[src/rtl/flbus_pkg.sv]
package flbus_pkg;

  typedef enum logic [1:0] {
    RG_POP   = 2'd0,
    RG_VOPEN = 2'd1,
    RG_COLOR = 2'd2,
    RG_COPEN = 2'd3
  } rgn_e;

  typedef struct packed {
    logic vbus;
    rgn_e kind;
  } rgn_t;

  function automatic logic in_rng(input logic [15:0] a,
                                  input logic [15:0] lo,
                                  input logic [15:0] hi);
    return (a >= lo) && (a <= hi);
  endfunction

endpackage

[src/rtl/flbus_decode.sv]
module flbus_decode
  import flbus_pkg::*;
#(
  parameter logic [15:0] VB0_LO = 16'h0000,
  parameter logic [15:0] VB0_HI = 16'h1FFF,
  parameter logic [15:0] VB1_LO = 16'h8000,
  parameter logic [15:0] VB1_HI = 16'h9FFF,
  parameter logic [15:0] VH0_LO = 16'h0400,
  parameter logic [15:0] VH0_HI = 16'h0FFF,
  parameter logic [15:0] VH1_LO = 16'h9800,
  parameter logic [15:0] VH1_HI = 16'h9FFF,
  parameter logic [15:0] CM_LO  = 16'h9400,
  parameter logic [15:0] CM_HI  = 16'h97FF,
  parameter logic [15:0] CH0_LO = 16'h2000,
  parameter logic [15:0] CH0_HI = 16'h7FFF,
  parameter logic [15:0] CH1_LO = 16'hA000,
  parameter logic [15:0] CH1_HI = 16'hBFFF
) (
  input  logic [15:0] addr,
  output rgn_t        rgn
);

  logic hit_vbus, hit_vhole, hit_color, hit_chole;

  always_comb begin
    hit_vbus  = in_rng(addr, VB0_LO, VB0_HI) || in_rng(addr, VB1_LO, VB1_HI);
    hit_vhole = in_rng(addr, VH0_LO, VH0_HI) || in_rng(addr, VH1_LO, VH1_HI);
    hit_color = in_rng(addr, CM_LO, CM_HI);
    hit_chole = in_rng(addr, CH0_LO, CH0_HI) || in_rng(addr, CH1_LO, CH1_HI);

    rgn.vbus = hit_vbus;
    if (hit_vhole)      rgn.kind = RG_VOPEN;
    else if (hit_color) rgn.kind = RG_COLOR;
    else if (hit_chole) rgn.kind = RG_COPEN;
    else                rgn.kind = RG_POP;
  end

endmodule

[src/rtl/flbus_readmux.sv]
module flbus_readmux
  import flbus_pkg::*;
#(
  parameter int DW       = 8,
  parameter int NW       = 4,
  parameter bit LEAK_AND = 1'b1
) (
  input  logic          is_video,
  input  rgn_e          kind,
  input  logic [DW-1:0] mem_data,
  input  logic [NW-1:0] color_nyb,
  input  logic [DW-1:0] vic_q,
  input  logic [DW-1:0] cpu_q,
  input  logic [NW-1:0] nyb_q,
  input  logic          prevv_q,
  output logic [DW-1:0] rd_val
);

  localparam int HW = DW - NW;

  logic [DW-1:0] leak_base;
  logic [NW-1:0] leak_low;

  assign leak_base = prevv_q ? cpu_q : vic_q;

  generate
    if (LEAK_AND) begin : g_and
      assign leak_low = leak_base[NW-1:0] & nyb_q;
    end else begin : g_or
      assign leak_low = leak_base[NW-1:0] | nyb_q;
    end
  endgenerate

  always_comb begin
    rd_val = mem_data;
    if (is_video) begin
      if (kind == RG_VOPEN) rd_val = {leak_base[DW-1:NW], leak_low};
    end else begin
      unique case (kind)
        RG_VOPEN: rd_val = vic_q;
        RG_COLOR: rd_val = {vic_q[DW-1:DW-HW], color_nyb};
        RG_COPEN: rd_val = cpu_q;
        default:  rd_val = mem_data;
      endcase
    end
  end

endmodule

[src/rtl/flbus_history.sv]
module flbus_history #(
  parameter int DW = 8,
  parameter int NW = 4
) (
  input  logic          clk,
  input  logic          rst,
  input  logic          acc,
  input  logic          is_video,
  input  logic          in_vbus,
  input  logic [DW-1:0] bus_byte,
  input  logic [NW-1:0] color_nyb,
  output logic [DW-1:0] vic_q,
  output logic [DW-1:0] cpu_q,
  output logic [NW-1:0] nyb_q,
  output logic          prevv_q
);

  always_ff @(posedge clk) begin
    if (rst) begin
      vic_q   <= '0;
      cpu_q   <= '0;
      nyb_q   <= '0;
      prevv_q <= 1'b0;
    end else if (acc) begin
      if (is_video) begin
        vic_q <= bus_byte;
      end else begin
        cpu_q   <= bus_byte;
        prevv_q <= in_vbus;
      end
      if (in_vbus) nyb_q <= color_nyb;
    end
  end

endmodule

[src/rtl/flbus_float_read.sv]
module flbus_float_read
  import flbus_pkg::*;
#(
  parameter int DW       = 8,
  parameter int NW       = 4,
  parameter bit LEAK_AND = 1'b1
) (
  input  logic          clk,
  input  logic          rst,
  input  logic          req_is_video,
  input  logic [15:0]   addr,
  input  logic          rd_en,
  input  logic          wr_en,
  input  logic [DW-1:0] wdata,
  input  logic [DW-1:0] mem_data,
  input  logic [NW-1:0] color_nyb,
  output logic [DW-1:0] rdata
);

  rgn_t          rgn;
  rgn_e          rg_kind;
  logic [DW-1:0] vic_q, cpu_q, rd_val, bus_byte;
  logic [NW-1:0] nyb_q;
  logic          prevv_q, acc, rd_only;

  assign rg_kind  = rgn.kind;
  assign acc      = rd_en | wr_en;
  assign rd_only  = rd_en & ~wr_en;
  assign bus_byte = wr_en ? wdata : rd_val;

  flbus_decode u_dec (
    .addr (addr),
    .rgn  (rgn)
  );

  flbus_readmux #(.DW(DW), .NW(NW), .LEAK_AND(LEAK_AND)) u_mux (
    .is_video  (req_is_video),
    .kind      (rg_kind),
    .mem_data  (mem_data),
    .color_nyb (color_nyb),
    .vic_q     (vic_q),
    .cpu_q     (cpu_q),
    .nyb_q     (nyb_q),
    .prevv_q   (prevv_q),
    .rd_val    (rd_val)
  );

  flbus_history #(.DW(DW), .NW(NW)) u_hist (
    .clk       (clk),
    .rst       (rst),
    .acc       (acc),
    .is_video  (req_is_video),
    .in_vbus   (rgn.vbus),
    .bus_byte  (bus_byte),
    .color_nyb (color_nyb),
    .vic_q     (vic_q),
    .cpu_q     (cpu_q),
    .nyb_q     (nyb_q),
    .prevv_q   (prevv_q)
  );

  always_ff @(posedge clk) begin
    if (rst)          rdata <= '0;
    else if (rd_only) rdata <= rd_val;
  end

endmodule

[config.mk]
export PLATFORM = sky130hd
export DESIGN_NAME = flbus_float_read
export DESIGN_NICKNAME = d
export VERILOG_FILES = /design/src/rtl/flbus_pkg.sv /design/src/rtl/flbus_decode.sv /design/src/rtl/flbus_readmux.sv /design/src/rtl/flbus_history.sv /design/src/rtl/flbus_float_read.sv
export SDC_FILE = /design/constraint.sdc
export NUM_CORES = 1
export LEC_CHECK = 0
export ABC_AREA = 1
export BUFFER_PORTS_ARGS = -buffer_cell sky130_fd_sc_hd__buf_2
export CORE_ASPECT_RATIO = 0.6
export CORE_MARGIN = 3
export CORE_UTILIZATION = 53
export DETAILED_ROUTE_END_ITERATION = 8
export PLACE_DENSITY = 0.82
export SLEW_MARGIN = 5
export SYNTH_ARGS = -nofsm -noshare
export SYNTH_HDL_FRONTEND = slang
export SYNTH_SLANG_ARGS = --single-unit
[constraint.sdc]
create_clock -name clk -period 2.1 [get_ports clk]
set_input_delay 0.21 -clock clk [delete_from_list [all_inputs] [get_ports clk]]
set_output_delay 0.21 -clock clk [all_outputs]
set_load 0.01 [all_outputs]
==> impl_metrics.ini <==
[timing]
hold_viol = 0
fin_crit_ns = 1.48
fin_ws_ns = 0.623
clock.fmax_mhz = 677
finClkSkew_ns = 0.00838
slew_violations = 0
finalSetupViolCount = 0
fin_tns_setup_ns = 0
rsz0062_at_grt = no
worst_pin_slew_ns = 0.720
hold_ws_ns = 0.196
relSlewSlack = 0.519
post-route-period-util = 0.703

[worst_setup_path]
arrival_ns = 1.66
critPathMaxFanout = 20
cp-end-kind = flip-flop
required_ns = 2.28
r2r_slack_ns = 0.70
startpoint_type = input pin
worstSetupPathType = input pin to flip-flop

[final_layout]
areaGrowthSynthToFinish_pct = 19.4
insertedDiodeCount = 0
seq_area_um2 = 581
multiInputGateArea_mm2 = 0.00103
fin_nets = 345
drive_gt1_frac = 0.256
fillers = 260

[global_route]
grt_max_degree = 27
grt_pass1_vias = 1735
grt.total_usage = 0.254
antenna_found_initial = 0
grt_first_pass_wirelength_um = 7940
grt_overflow = 0

[routing]
wire_per_inst_um = 14.0
drt_iter0_markers = 120
drc = 0
drt-total-wl_um = 4850
post_drt_via_cell_ratio = 5.47
firstDrtPassIters = 4
via_count = 1898
ant_nets = 0

[synth]
ys_ff_latch = 29
synth_nets = 305
yosysSeqAreaShare = 0.328
syn_inst = 264
ys_warn_count = 0
ys_types = 26
syn_area_mm2 = 0.00177
avgSynthCellArea_um2 = 6.71

[clock_network]
ctsResizeCount = 0
cts_sinks = 29
cts-root-buf = clkbuf_8
h-tree-depth = 2
clkLatencyLatePin_ns = 0.29
cts_tree = built
cts_setup_buffers = 0
cts_hold_buf = 0
ctsLongestPathBuffers = 2
clk_pin_slew_ns = 0.07
numCtsBuffers = 5

[floorplanning]
core_mm2 = 0.00302
die_area_mm2 = 0.00410
num_rows = 15
die_y_um = 50.8
fp.dieW_um = 80.6
start_util = 0.586
boundaryPins = 49

[power_and_ir_drop]
p_leak_uw = 0.00103
total_power_uw = 1540
ir_drop_mv = 0.444
p_per_area_mw_per_mm2 = 730

[placement]
port_buffers = 38
gp_congestion = 0.881
hpwlAfterDp_um = 3400
place_ws_ns = 0.352

[hold_path]
hold_path.class = input pin to flip-flop

[job]
maxCapViolCount = 0

[status]
status = completed
area by class of cell:
class | instances | share of cell area
Clock buffer | 6 | 0.0390
Multi-Input combinational cell | 200 | 0.487
Inverter | 23 | 0.0426
Tap cell | 42 | 0.0248
Clock inverter | 2 | 0.0177
Timing Repair Buffer | 45 | 0.115
Sequential cell | 29 | 0.274
layout by cell type, fill, tap and decap left out, drive strengths merged:
cell      count
or2           8
dfxtp        29
o21ai        29
buf          45
inv          22
nand4         8
clkbuf        6
clkinv        1
nor3          1
nand3        27
nor2         20
o21a          3
clkinvlp      1
bufinv        1
nand2        62
a21boi        5
o211ai       13
a21oi        24
synthesized netlist by cell type (all sizes together):
| cell type | number | area, um2 |
|---|---|---|
| dfxtp | 29 | 581 |
| o21ai | 29 | 145 |
| buf | 6 | 48.8 |
| nand3 | 27 | 153 |
| o21a | 3 | 22.5 |
| nand2 | 62 | 258 |
| a21boi | 5 | 37.5 |
| a21oi | 24 | 124 |
| nand4 | 8 | 50.1 |
| o211ai | 13 | 97.6 |
| inv | 22 | 85.1 |
| or2 | 8 | 50.1 |
| clkinv | 1 | 5.00 |
| nor2 | 20 | 87.6 |
| nor3 | 1 | 5.00 |
| clkbuf | 6 | 22.5 |
sequential cells by signal, summed over array words and instances, names as in the netlist:
name            cells
rdata               8
u_hist.cpu_q        8
u_hist.prevv_q      1
u_hist.vic_q        8
u_hist.nyb_q        4
worst paths after layout:
check	from	end	cells past startpoint
hold / removal	color_nyb[3]	u_hist.nyb_q[3]	3
hold reg to reg	rdata[7]	rdata[7]	2
setup reg to reg	u_hist.prevv_q	u_hist.vic_q[2]	8
setup / recovery	addr[13]	u_hist.vic_q[2]	11
cells by family after synthesis:
logic type             share of synthesized area
AO/OA/AOI/OAI                              0.241
buffers and inverters                     0.0911
flip-flops                                 0.328
AND/OR/NAND/NOR                            0.340
layer usage:
layer / vias to the layer above / GRT usage / wire (um)
met4: 0 / 0.0702 / 37
li1: 972 / - / -
met5: - / 0 / 0
met2: 75 / 0.378 / 2100
met3: 8 / 0.0645 / 366
met1: 843 / 0.362 / 2340
worst max-delay path, stage by stage:
cell and delay [ns]:
buf_2 0.12, nor2_4 0.18, nand3_2 0.17, nand2_2 0.34, inv_4 0.11, nand4_1 0.10, nand2_1 0.06, nand2_1 0.07
nand3_1 0.09, nand2_1 0.11, a21oi_1 0.07
report_power, final:
group          total (uW)  internal, uW  leakage (uW)  switching, uW
Sequential            621           593      0.000240           27.8
Clock                 621           386     0.0000574            235
Combinational         302           115      0.000729            187
stage by stage:
step | instances | util | area, um2
after detailed placement | 339 | 0.660 | 2000
after global placement | 339 | 0.660 | 2000
after global routing | 347 | 0.700 | 2120
after CTS | 347 | 0.700 | 2120
after floorplan | 264 | - | 1770
final | 347 | 0.700 | 2120
Power figures use the tool's default switching activity.
